<file path="config.mk">
export PLATFORM = sky130hd
export DESIGN_NAME = rec_play_seq
export DESIGN_NICKNAME = d
export VERILOG_FILES = /design/src/rtl/rec_play_pkg.sv /design/src/rtl/rec_play_fsm.sv /design/src/rtl/rec_play_decode.sv /design/src/rtl/rec_play_seq.sv
export SDC_FILE = /design/constraint.sdc
export NUM_CORES = 1
export LEC_CHECK = 0
export ABC_CLOCK_PERIOD_IN_PS = 820
export BUFFER_PORTS_ARGS = -buffer_cell sky130_fd_sc_hd__buf_4
export CAP_MARGIN = 20
export CORE_AREA = 10 10 47 49
export DETAILED_ROUTE_END_ITERATION = 12
export DIE_AREA = 0 0 57 59
export HOLD_SLACK_MARGIN = 0.02
export SLEW_MARGIN = 20
export SYNTH_ARGS = -nofsm -noshare
export SYNTH_HDL_FRONTEND = slang
export SYNTH_SLANG_ARGS = --single-unit
</file>
<file path="constraint.sdc">
create_clock -name clk_i -period 0.82 [get_ports clk_i]
set_clock_uncertainty 0.05 [all_clocks]
set_input_delay 0.082 -clock clk_i [delete_from_list [all_inputs] [get_ports clk_i]]
set_output_delay 0.082 -clock clk_i [all_outputs]
set_load 0.005 [all_outputs]
</file>
<file path="src/rtl/rec_play_pkg.sv">
package rec_play_pkg;
  typedef enum logic [2:0] {
    ST_IDLE = 3'd0,
    ST_WRST = 3'd1,
    ST_REC  = 3'd2,
    ST_RRST = 3'd3,
    ST_PLAY = 3'd4
  } seq_state_e;

  typedef struct packed {
    logic wr_en;
    logic wptr_rst;
    logic rptr_rst;
    logic wstb;
    logic rstb;
    logic cstb;
    logic cclr;
  } seq_out_t;
endpackage

</file>
<file path="src/rtl/rec_play_fsm.sv">
module rec_play_fsm
  import rec_play_pkg::*;
(
  input  logic       clk_i,
  input  logic       rst_ni,
  input  logic       rec_i,
  input  logic       play_i,
  input  logic       stop_i,
  output seq_state_e state_o
);
  seq_state_e state_q, state_d;

  always_comb begin
    state_d = state_q;
    unique case (state_q)
      ST_IDLE: begin
        if (rec_i)       state_d = ST_WRST;  // record has priority
        else if (play_i) state_d = ST_RRST;
      end
      ST_WRST: state_d = ST_REC;
      ST_RRST: state_d = ST_PLAY;
      ST_REC, ST_PLAY: if (stop_i) state_d = ST_IDLE;
      default: state_d = ST_IDLE;
    endcase
  end

  always_ff @(posedge clk_i or negedge rst_ni) begin
    if (!rst_ni) state_q <= ST_IDLE;
    else         state_q <= state_d;
  end

  assign state_o = state_q;
endmodule

</file>
<file path="src/rtl/rec_play_decode.sv">
module rec_play_decode
  import rec_play_pkg::*;
(
  input  seq_state_e state_i,
  input  logic       smp_en_i,
  output seq_out_t   out_o
);
  always_comb begin
    out_o = '0;
    unique case (state_i)
      ST_IDLE: out_o.cclr = 1'b1;
      ST_WRST: out_o.wptr_rst = 1'b1;
      ST_RRST: out_o.rptr_rst = 1'b1;
      ST_REC: begin
        out_o.wr_en = 1'b1;
        out_o.wstb  = smp_en_i;
        out_o.cstb  = smp_en_i;
      end
      ST_PLAY: begin
        out_o.rstb = smp_en_i;
        out_o.cstb = smp_en_i;
      end
      default: out_o.cclr = 1'b1;
    endcase
  end
endmodule

</file>
<file path="src/rtl/rec_play_seq.sv">
module rec_play_seq
  import rec_play_pkg::*;
(
  input  logic clk_i,
  input  logic rst_ni,
  input  logic rec_i,
  input  logic play_i,
  input  logic stop_i,
  input  logic smp_en_i,
  output logic wr_en_o,
  output logic wptr_rst_o,
  output logic rptr_rst_o,
  output logic wclk_stb_o,
  output logic rclk_stb_o,
  output logic cnt_stb_o,
  output logic cnt_clr_o
);
  seq_state_e state;
  seq_out_t   outs;

  rec_play_fsm u_fsm (
    .clk_i   (clk_i),
    .rst_ni  (rst_ni),
    .rec_i   (rec_i),
    .play_i  (play_i),
    .stop_i  (stop_i),
    .state_o (state)
  );

  rec_play_decode u_dec (
    .state_i  (state),
    .smp_en_i (smp_en_i),
    .out_o    (outs)
  );

  assign wr_en_o    = outs.wr_en;
  assign wptr_rst_o = outs.wptr_rst;
  assign rptr_rst_o = outs.rptr_rst;
  assign wclk_stb_o = outs.wstb;
  assign rclk_stb_o = outs.rstb;
  assign cnt_stb_o  = outs.cstb;
  assign cnt_clr_o  = outs.cclr;
endmodule

</file>
==> Word-level counts from Yosys, hierarchy flattened <==
Cells that the tools add are included.
{ "totals": {"word_cells": 22, "out_inout_bits": 7, "input_bits": 6, "register_bits": 3} }
{ "op_classes": {"n_eq_ne": 6, "n_reduce_logical": 4, "mux": 11} }
{ "op_table": {"columns": ["cell", "n"], "rows": [
  ["3-bit case mux with 4 select lines", 1],
  ["3-bit two-way mux", 3],
  ["1-bit two-way mux", 7],
  ["3-bit by 2-bit equality test with 1-bit output (second input constant)", 2],
  ["4-bit OR reduction", 1],
  ["3-bit by 1-bit equality test with 1-bit output (second input constant)", 1],
  ["3-bit equality test (second input constant)", 1],
  ["3-bit logical NOT", 1],
  ["3-bit inequality test (second input constant)", 1],
  ["2-bit by 1-bit inequality test with 1-bit output (second input constant)", 1],
  ["2-bit AND reduction", 1],
  ["2-bit OR reduction", 1]
]} }

==> Longest topological paths before layout <==
Gate-level depths: netlist of run 1.
{ "logic_depth": {"ltp_word": 4, "depth_mapped": 3} }

==> By module <==
From an unflattened synthesis of run 1, not the netlist that was laid out.
{ "unflattened": {"cells_unflattened": 24, "area_unflattened_um2": 197.7} }
{ "modules_own_cells": {"columns": ["module", "area_per_inst_um2", "n_inst", "cells_per_inst"], "rows": [
  ["rec_play_fsm", 132.6, 1, 12],
  ["rec_play_decode", 65.1, 1, 12]
]} }

==> Worst setup path after synthesis of run 1 <==
No wires, ideal clock.
{ "synth_timing": {"path_kind": "register to output", "startpoint": "register u_fsm.state_q[2], in the netlist u_fsm.state_o[2]", "endpoint": "output cnt_stb_o", "n_path_buf": 1, "path_stages_with_launch": 4, "arrival_time_ns": 0.772, "slack_ns": -0.084, "cell_sequence": "dfrtp_1 buf_2 nand2b_4 a21oi_2"} }
{ "synth_between": {"elab_chain_cells": 3, "elab_cells_between_ends": 4} }
{ "synth_lines": {"columns": ["element", "line_no", "source"], "rows": [
  ["start, declared", "rec_play_fsm.sv:11", "seq_state_e state_q, state_d;"],
  ["start signal, assigned", "rec_play_fsm.sv:29", "else state_q <= state_d;"],
  ["3-bit by 2-bit equality test with 1-bit output or 3-bit equality test (tied branches)", "rec_play_decode.sv:10", "unique case (state_i)"],
  ["2-bit OR reduction (no line) (*)", null, null],
  ["1-bit two-way mux (*)", "rec_play_decode.sv:10", null],
  ["end, declared", "rec_play_seq.sv:15", "output logic cnt_stb_o,"]
]} }
Every way passes the cells marked *; elsewhere a longest branch is shown, timed or not.

==> Worst setup path in the final report of run 1 <==
{ "layout_timing": {"startpoint": "register u_fsm.state_q[0], in the netlist u_fsm.state_o[0]", "endpoint": "output rclk_stb_o"} }
{ "layout_between": {"elab_chain_cells": 2} }
{ "layout_lines": {"columns": ["element", "line_no", "source"], "rows": [
  ["3-bit equality test", "rec_play_decode.sv:10", null],
  ["1-bit two-way mux", "rec_play_decode.sv:10", null],
  ["end, declared", "rec_play_seq.sv:14", "output logic rclk_stb_o,"]
]} }
No other way between the ends.

==> qor.csv, run 1 <==
stage,metric,value,unit
timing,setup_violations,10,
floorplanning,dieArea,3360,um2
worst_setup_path,crit_chain,nor2_4 > and3_1 > buf_4,
timing,rsz0062_at_grt,true,
floorplanning,chipWidth,57,um
yosys,synth_xor_area_frac,0.0405,
timing,relSlewSlack,0.877,
yosys,ys_ff_latch,3,
yosys,yosys-mux-area-fraction,0,
worst_setup_path,setup.worst_path.end_class,output pin,
worst_hold_path,holdPathStages,3,
detailed_routing,firstDrtPassIters,2,
yosys,ys.warnings.count,0,
global_route,grt_start_max_net_pins,8,
floorplanning,start_util,0.154,
global_route,grt_pass1_wl,1.21,mm
worst_setup_path,worstSetupStartpointType,flip-flop,
global_route,antenna_found_initial,0,
detailed_routing,drc_errors,0,
clock_network,htreeDepth,1,
clock_network,cts_buffer_depth,2,
global_route,grt_use_total,0.0468,
yosys,synthSimpleGateAreaFrac,0.376,
yosys,synth_top_family_by_area,simple AND/OR/NAND/NOR gates,
final_layout,nets,56,
final_layout,area_growth_syn_to_layout,107,%
final_layout,antennaDiodeCount,0,
timing,clock.fmax,822,MHz
timing,tightestPinTransition,0.185,ns
worst_hold_path,min_path_type,in -> reg,
yosys,synth.avg_cell_area,8.66,um2
clock_network,clk_latency,0.23,ns
yosys,synth-seq-area-share,0.347,
floorplanning,fp-row-count,14,
worst_setup_path,critPathSlowestCell,dfrtp_1,
yosys,ys_top_cells_by_area,"dfrtp_1, nand2b_4, nor2_1, a21oi_2, o22ai_2",
floorplanning,io_pins,13,
detailed_routing,drt_wl_total,684,um
yosys,syn_inst,25,
timing,hold_ws,0.0628,ns
timing,finalHoldViolCount,0,
detailed_routing,ant_nets,0,
yosys,synth_top_area_share,0.347,
final_layout,finalNonFillerCells,65,
worst_setup_path,r2r_cells,3,
final_layout,postLayoutCoreUtil,0.320,
worst_setup_path,critPathMaxStageDelay,0.42,ns
timing,finalCritPeriodShare,1.48,
run,maxCapViolCount,0,
clock_network,cts_tree,built,
yosys,synth_nets,31,
worst_setup_path,crit_fanout,4,
clock_network,cts_root_buffer,clkbuf_4,
yosys,synth_area,216,um2
worst_setup_path,crit_type,reg -> out,
timing,fin_setup_tns,-3.23,ns
global_route,grt_pass1_vias,272,
run_status,violations,setup timing,
global_route,grt_overflow,0,
floorplanning,core_area,1400,um2
placed_design,dp_cells,56,
timing,postLayoutSetupSlackWorst,-0.396,ns
timing,maxSlewViolCount,0,
clock_network,cts_buffers,3,
power_and_ir_drop,pwr_density_cell,3660,nW/um2
yosys,ys_types,15,
final_layout,largest_reg_flops,3,
placed_design,globalplace.congestion,0.690,
worst_setup_path,crit_arrival,1.08,ns
detailed_routing,via_per_inst,3.65,
timing,period_minus_slack,1.22,ns
placed_design,hpwlAfterDp,541,um
placed_design,placed_area,360,um2
final_layout,layout_commonest_cell,buf_4,
power_and_ir_drop,worst_ir_drop_vdd,0.996,mV
detailed_routing,post_drt_wl_per_cell,10.5,um
placed_design,numPortBuffers,12,
final_layout,final_cell_mix,"buf_4, nor2_1, clkbuf_4",
yosys,synth_adder_area_share,0,
clock_network,clkSlewWorstSetupHoldPaths,0.03,ns
yosys,yosys.area.top_type,dfrtp_1,
final_layout,drive_above_1_share,0.714,
run_status,status,finished with violations,
detailed_routing,vias,237,
power_and_ir_drop,p_leak,0.218,nW
worst_setup_path,worst_ep_required_time,0.69,ns
detailed_routing,drtIter0Drc,1,
yosys,synth_compound_area_frac,0.197,
floorplanning,chipHeight,59,um
final_layout,fin_area,448,um2
clock_network,cts_num_sinks,3,
[metal layers]
layer	GRT usage	routed length [um]
met1	0.0454	275
met2	0.0698	346
met3	0.0343	62
met4	0.0302	0
met5	0	0
[worst paths after layout]
path	from	endpoint	slack [ns]
min in group asynchronous	rst_ni	u_fsm.state_o[2]	0.14
hold reg to reg	u_fsm.state_o[2]	u_fsm.state_o[1]	0.58
setup reg to reg	u_fsm.state_o[2]	u_fsm.state_o[2]	-0.22
setup / recovery	u_fsm.state_o[0]	rclk_stb_o	-0.40
hold / removal	rec_i	u_fsm.state_o[0]	0.06
max in group asynchronous	rst_ni	u_fsm.state_o[1]	0.48
[power by group]
group          total (mW)  internal, mW  switching [mW]
Combinational        1.04         0.631           0.404
Clock               0.251         0.182          0.0687
Sequential          0.351         0.224           0.127
Total                1.64          1.04           0.600
[cells in the mapped netlist]
master / n
nand2b_1: 1
nand2b_4: 2
dfrtp_1: 3
nor2_2: 1
xor2_1: 1
a21oi_2: 2
o22ai_2: 1
and3_1: 1
inv_2: 1
o21ai_1: 1
nand2_1: 3
buf_2: 1
nor2_1: 5
nor3_1: 1
a21o_1: 1
[metrics by stage]
step | setup slack, ns | total power [mW]
5_1_grt | -0.471 | 1.80
3_3_place_gp | -0.190 | 1.21
3_5_place_dp | -0.185 | 1.21
6_report | -0.396 | 1.64
2_1_floorplan | -0.0697 | 0.792
4_1_cts | -0.405 | 1.64
[final cells by class]
cell class,count,area (um2)
Fill cell,166,953
Clock buffer,4,26.3
Timing Repair Buffer,21,170
Sequential cell,3,77.6
Multi-Input combinational cell,20,150
Tap cell,16,20.0
Inverter,1,3.75
[cell families after synthesis]
family	Yosys count
AOI/OAI and AO/OA	5
xor gates and xnor gates	1
buffers and inverters	2
DFF	3
and+or+nand+nor	14
[timing repair]
item	in CTS	in global routing
cloned	0	0
resized for setup	4	2
hold endpoints to repair	4	0
setup buffers	3	0
hold buffers	2	0
pin swaps	2	2
endpoints found under the setup margin	10	10
[critical path: cells and delay by family (launching register included)]
| family | cells | cell delay (ns) |
|---|---|---|
| buffers and inverters | 1 | 0.10 |
| AND/OR/NAND/NOR | 2 | 0.33 |
| flip-flops | 1 | 0.42 |
Note: power is estimated with default switching activity, not from simulation.
==> run 2, diff against run 1 <==
--- a/config.mk
+++ b/config.mk
@@ -7,11 +7,12 @@
 export LEC_CHECK = 0
 export ABC_CLOCK_PERIOD_IN_PS = 820
 export BUFFER_PORTS_ARGS = -buffer_cell sky130_fd_sc_hd__buf_4
-export CAP_MARGIN = 20
 export CORE_AREA = 10 10 47 49
+export CTS_BUF_LIST = sky130_fd_sc_hd__clkbuf_16
 export DETAILED_ROUTE_END_ITERATION = 12
 export DIE_AREA = 0 0 57 59
 export HOLD_SLACK_MARGIN = 0.02
+export MAX_ROUTING_LAYER = met4
 export SLEW_MARGIN = 20
 export SYNTH_ARGS = -nofsm -noshare
 export SYNTH_HDL_FRONTEND = slang
==> qor.csv, run 2 (synthesis gave the netlist of run 1 again) <==
stage,metric,value,unit,change
placed_design,globalplace.congestion,0.697,,was 0.690
worst_setup_path,r2r-start,u_fsm.state_o[2],,unchanged
timing,period_minus_slack,1.21,ns,was 1.22 ns
floorplanning,chipHeight,59,um,unchanged
power_and_ir_drop,p_leak,0.246,nW,was 0.218 nW
clock_network,htreeDepth,1,,unchanged
worst_setup_path,setup.worst_path.end_class,output pin,,unchanged
placed_design,dp_cells,56,,unchanged
timing,maxSlewViolCount,0,,unchanged
timing,relSlewSlack,0.877,,about the same
detailed_routing,ant_nets,0,,unchanged
clock_network,clk_latency,0.22,ns,was 0.23 ns
detailed_routing,firstDrtPassIters,2,,unchanged
worst_hold_path,whs_endpoint,u_fsm.state_o[0],,unchanged
timing,rsz0062_at_grt,true,,unchanged
run_status,status,finished with violations,,unchanged
detailed_routing,post_drt_wl_per_cell,11.0,um,was 10.5 um
clock_network,cts_tree,built,,unchanged
worst_setup_path,crit_fanout,5,,was 4
run_status,violations,setup timing,,unchanged
timing,finalHoldViolCount,0,,unchanged
floorplanning,fp-row-count,14,,unchanged
final_layout,layout_commonest_cell,buf_4,,unchanged
timing,setup_violations,10,,unchanged
worst_setup_path,r2r_cells,3,,unchanged
global_route,grt_overflow,0,,unchanged
worst_setup_path,timing.rr.end,u_fsm.state_o[2],,unchanged
final_layout,finalNonFillerCells,65,,unchanged
timing,fin_setup_tns,-3.13,ns,was -3.23 ns
worst_hold_path,hp-start,rec_i,,unchanged
power_and_ir_drop,pwr_density_cell,4270,nW/um2,was 3660 nW/um2
worst_setup_path,crit_type,reg -> out,,unchanged
global_route,grt_pass1_vias,278,,was 272
timing,hold_ws,0.0692,ns,was 0.0628 ns
clock_network,cts_buffer_depth,2,,unchanged
floorplanning,core_area,1400,um2,unchanged
detailed_routing,drt_wl_total,712,um,was 684 um
final_layout,nets,56,,unchanged
global_route,grt_start_max_net_pins,8,,unchanged
final_layout,area_growth_syn_to_layout,128,%,was 107%
final_layout,final_cell_mix,"buf_4, nor2_1, clkbuf_16",,"was buf_4, nor2_1, clkbuf_4"
detailed_routing,drtIter0Drc,3,,was 1
global_route,grt_pass1_wl,1.28,mm,was 1.21 mm
detailed_routing,met1Wirelength,286,um,was 275 um
worst_setup_path,critPathSlowestCell,dfrtp_2,,was dfrtp_1
run,maxCapViolCount,0,,unchanged
timing,postLayoutSetupSlackWorst,-0.387,ns,was -0.396 ns
timing,finalCritPeriodShare,1.47,,was 1.48
floorplanning,dieArea,3360,um2,unchanged
worst_hold_path,holdPathStages,3,,unchanged
detailed_routing,met2WireLength,362,um,was 346 um
worst_setup_path,reg2reg_slack,-0.22,ns,about the same
final_layout,antennaDiodeCount,0,,unchanged
global_route,antenna_found_initial,0,,unchanged
worst_setup_path,crit_arrival,1.07,ns,was 1.08 ns
power_and_ir_drop,worst_ir_drop_vdd,1.58,mV,was 0.996 mV
detailed_routing,top_layer,met3,,unchanged
final_layout,n_fill_cell,158,,was 166
clock_network,cts_num_sinks,3,,unchanged
worst_setup_path,crit_chain,buf_4 > nand2b_4 > a21oi_2 > buf_4,,was nor2_4 > and3_1 > buf_4
detailed_routing,vias,244,,was 237
detailed_routing,via_per_inst,3.75,,was 3.65
floorplanning,chipWidth,57,um,unchanged
global_route,grt_use_total,0.0512,,was 0.0468
final_layout,largest_reg_flops,3,,unchanged
timing,tightestPinTransition,0.185,ns,about the same
worst_setup_path,critPathMaxStageDelay,0.44,ns,was 0.42 ns
placed_design,numPortBuffers,12,,unchanged
detailed_routing,drc_errors,0,,unchanged
worst_hold_path,min_path_type,in -> reg,,unchanged
worst_setup_path,worstSetupStartpointType,flip-flop,,unchanged
floorplanning,io_pins,13,,unchanged
power_and_ir_drop,finalPower,2.11,mW,was 1.64 mW
clock_network,cts_buffers,3,,unchanged
worst_setup_path,worst_ep_required_time,0.69,ns,about the same
floorplanning,start_util,0.154,,unchanged
timing,clock.fmax,829,MHz,was 822 MHz
clock_network,clkSlewWorstSetupHoldPaths,0.03,ns,about the same
placed_design,hpwlAfterDp,541,um,unchanged
worst_setup_path,crit_path_frequent_cell,buf_4,,
final_layout,drive_above_1_share,0.694,,was 0.714
detailed_routing,met3_length,63,um,was 62 um
clock_network,cts_root_buffer,clkbuf_16,,was clkbuf_4
worst_setup_path,cp-startpoint,u_fsm.state_o[1],,was u_fsm.state_o[0]
[run 2: cell count changes in the layout (fill, tap and decap cells not counted)]
cell       before  now
clkbuf_16       0    3
clkbuf_4        3    0
clkbuf_1        1    0
buf_4          17   18
buf_6           2    1
nor2_1          3    4
nor2_2          2    1
inv_1           0    1
[run 2: what timing repair did]
| item | CTS | global route |
|---|---|---|
| pin swaps | 1 | 2 |
| setup endpoints to repair | 10 | 10 |
| gates resized for setup | 2 | 2 |
| hold endpoints to repair | 4 | 0 |
| hold buffers | 2 | 0 |
| buffers inserted | 3 | 0 |
[run 2: area by class of cell]
type	count	area, um2	area share
timing repair buffer	21	166	0.337
tap	16	20.0	0.0405
clock buffer	3	75.1	0.152
sequential	3	77.6	0.157
clock inverter	1	3.75	0.00759
inverter	1	3.75	0.00759
multi-input combinational	20	148	0.299
[run 2: power by group]
part / internal (mW) / switching [mW]
sequential: 0.224 / 0.122
clock: 0.629 / 0.129
combinational: 0.610 / 0.394
[run 2: through the flow]
| step | area (um2) | util | setup WS, ns |
|---|---|---|---|
| finish | 494 | 0.353 | -0.387 |
| floorplan | 231 | - | -0.0697 |
| global route | 494 | 0.353 | -0.455 |
| CTS | 487 | 0.347 | -0.392 |
| global placement | 360 | 0.257 | -0.190 |
| detailed placement | 360 | 0.257 | -0.185 |
[run 2: worst max path at each step]
stage,endpoint,slack (ns),cells after the start
global route,cnt_clr_o,-0.46,3
CTS,rclk_stb_o,-0.39,3
detailed placement,cnt_stb_o,-0.18,3
floorplan,cnt_stb_o,-0.07,3
global placement,cnt_stb_o,-0.19,3
finish,cnt_stb_o,-0.39,4
[run 2: metal layers]
layer,global-route usage,vias up
met1,0.0490,108
met2,0.0760,8
met4,0.0201,0
met3,0.0408,0
li1,-,128
met5,-,-
[run 2: worst max-delay path: cells and delay by family (launching register included)]
family / cells / cell delay [ns]
AO/OA/AOI/OAI: 1 / 0.05
buffers and inverters: 2 / 0.28
flip-flops: 1 / 0.44
AND/OR/NAND/NOR: 1 / 0.08
==> run 3, diff against run 2 <==
==> constraint.sdc (replaced) <==
create_clock -name clk_i -period 0.82 [get_ports clk_i]
set_clock_uncertainty 0.05 [all_clocks]
set_input_delay 0.164 -clock clk_i [delete_from_list [all_inputs] [get_ports clk_i]]
set_output_delay 0.164 -clock clk_i [all_outputs]
set_load 0.005 [all_outputs]
==> qor.csv, run 3 (synthesis gave the netlist of run 1 again) <==
stage,metric,value,unit,change
detailed_routing,firstDrtPassIters,1,,was 2
clock_network,clkSlewWorstSetupHoldPaths,0.03,ns,about the same
worst_setup_path,crit_arrival,1.08,ns,was 1.07 ns
power_and_ir_drop,comb_power_share,0.519,,was 0.476
clock_network,cts_buffer_depth,2,,unchanged
power_and_ir_drop,seqPwrFrac,0.152,,was 0.164
global_route,grt_pass1_wl,1.24,mm,was 1.28 mm
final_layout,nets,58,,was 56
global_route,grt_start_max_net_pins,7,,was 8
power_and_ir_drop,p_switching,0.708,mW,was 0.645 mW
timing,period_minus_slack,1.30,ns,was 1.21 ns
timing,relSlewSlack,0.896,,was 0.877
worst_setup_path,timing.rr.end,u_fsm.state_o[2],,unchanged
worst_hold_path,whs_endpoint,u_fsm.state_o[2],,was u_fsm.state_o[0]
detailed_routing,vias,271,,was 244
final_layout,largest_reg_flops,3,,unchanged
clock_network,clk_latency,0.22,ns,about the same
power_and_ir_drop,swShare,0.305,,was 0.306
final_layout,drive_above_1_share,0.765,,was 0.694
placed_design,hpwlAfterDp,543,um,was 541 um
power_and_ir_drop,worst_ir_drop_vdd,1.04,mV,was 1.58 mV
detailed_routing,via_per_inst,4.04,,was 3.75
worst_hold_path,min_path_type,in -> reg,,unchanged
timing,rsz0062_at_grt,true,,unchanged
timing,maxSlewViolCount,0,,unchanged
clock_network,cts_num_sinks,3,,unchanged
clock_network,cts_tree,built,,unchanged
power_and_ir_drop,p_clk_frac,0.329,,was 0.360
floorplanning,dieArea,3360,um2,unchanged
clock_network,htreeDepth,1,,unchanged
floorplanning,start_util,0.154,,unchanged
final_layout,layout_commonest_cell,buf_4,,unchanged
power_and_ir_drop,pwr_density_cell,4460,nW/um2,was 4270 nW/um2
timing,fin_setup_tns,-3.91,ns,was -3.13 ns
worst_hold_path,hp-start,stop_i,,was rec_i
final_layout,antennaDiodeCount,0,,unchanged
run_status,violations,setup timing,,unchanged
worst_setup_path,crit_type,reg -> out,,unchanged
floorplanning,core_area,1400,um2,unchanged
timing,tightestPinTransition,0.156,ns,was 0.185 ns
final_layout,postLayoutCoreUtil,0.371,,was 0.353
final_layout,area_growth_syn_to_layout,140,%,was 128%
power_and_ir_drop,power.internal,1.61,mW,was 1.46 mW
final_layout,n_fill_cell,157,,was 158
global_route,grt_overflow,0,,unchanged
placed_design,globalplace.congestion,0.726,,was 0.697
global_route,grt_use_total,0.0508,,was 0.0512
floorplanning,fp-row-count,14,,unchanged
timing,postLayoutSetupSlackWorst,-0.475,ns,was -0.387 ns
worst_setup_path,worstSetupStartpointType,flip-flop,,unchanged
placed_design,placed_area,375,um2,was 360 um2
worst_hold_path,holdPathStages,2,,was 3
timing,finalHoldViolCount,0,,unchanged
worst_setup_path,setup.worst_path.end_class,output pin,,unchanged
final_layout,fin_area,520,um2,was 494 um2
detailed_routing,drt_wl_total,746,um,was 712 um
clock_network,cts_buffers,3,,unchanged
floorplanning,chipWidth,57,um,unchanged
global_route,grt_pass1_vias,294,,was 278
detailed_routing,post_drt_wl_per_cell,11.1,um,was 11.0 um
run,maxCapViolCount,0,,unchanged
detailed_routing,ant_nets,0,,unchanged
placed_design,numPortBuffers,12,,unchanged
worst_setup_path,worst_ep_required_time,0.61,ns,was 0.69 ns
worst_setup_path,reg2reg_slack,-0.33,ns,was -0.22 ns
run_status,status,finished with violations,,unchanged
worst_setup_path,crit_fanout,5,,unchanged
timing,setup_violations,10,,unchanged
detailed_routing,drc_errors,0,,unchanged
worst_setup_path,r2r_cells,5,,was 3
global_route,antenna_found_initial,0,,unchanged
power_and_ir_drop,finalPower,2.32,mW,was 2.11 mW
floorplanning,io_pins,13,,unchanged
timing,clock.fmax,772,MHz,was 829 MHz
worst_setup_path,r2r-start,u_fsm.state_o[1],,was u_fsm.state_o[2]
power_and_ir_drop,p_leak,0.258,nW,was 0.246 nW
timing,finalCritPeriodShare,1.58,,was 1.47
clock_network,cts_root_buffer,clkbuf_16,,unchanged
floorplanning,chipHeight,59,um,unchanged
detailed_routing,drtIter0Drc,0,,was 3
-- run 3: cell types whose count changed in the layout (fill, tap and decap cells not counted), sizes merged --
| cell | previous run | this run |
|---|---|---|
| buf | 19 | 22 |
| dlygate4sd3 | 2 | 1 |
-- run 3: layout make-up --
type                    instances  area, um2  share of cell area
clock inverters                 1       3.75             0.00721
inverters                       1       3.75             0.00721
well taps                      16       20.0              0.0385
flip-flops and latches          3       78.8               0.151
multi-input cells              20        153               0.293
clock buffers                   3       75.1               0.144
repair buffers                 23        186               0.358
-- run 3: worst max path at each step --
stage                                 from    endpoint  cells after the start
after floorplan           u_fsm.state_o[2]   cnt_stb_o                      3
after global placement    u_fsm.state_o[1]   cnt_clr_o                      3
after detailed placement  u_fsm.state_o[1]   cnt_clr_o                      3
after CTS                 u_fsm.state_o[0]   cnt_clr_o                      3
after global routing      u_fsm.state_o[1]  rclk_stb_o                      3
final                     u_fsm.state_o[1]   cnt_stb_o                      4
-- run 3: what timing repair did --
item                                    in CTS  in global routing
endpoints found under the hold margin        3                  0
endpoints found under the setup margin      10                 10
gates resized for setup                      5                  3
hold buffers                                 1                  0
buffers inserted                             3                  1
cloned                                       0                  0
pin swaps                                    2                  0
-- run 3: metrics by stage --
stage	hold slack, ns	setup slack [ns]	instances
5_1_grt	0.0913	-0.527	67
6_report	0.0787	-0.475	67
2_1_floorplan	-0.182	-0.152	25
3_3_place_gp	-0.0957	-0.268	58
3_5_place_dp	-0.0963	-0.263	58
4_1_cts	0.0831	-0.475	66
-- run 3: layer usage --
layer / track usage / vias up / part of all wire
met3: 0.0322 / 2 / 0.097
met1: 0.0432 / 120 / 0.39
met4: 0.0403 / 0 / 0.023
li1: - / 136 / -
met5: - / - / 0
met2: 0.0791 / 13 / 0.48
-- run 3: worst max-delay path, stage by stage (launching register included) --
cell	delay [ns]
dfrtp_2	0.44
buf_6	0.14
nand2b_4	0.09
a21oi_2	0.06
buf_4	0.13
-- run 3: power groups by stage --
stage	registers, mW	clock network, mW	logic [mW]
finish	0.353	0.764	1.20
global route	0.370	0.786	1.31
CTS	0.357	0.779	1.13
detailed placement	0.343	0	0.941
global placement	0.337	0	0.935
floorplan	0.310	0	0.482
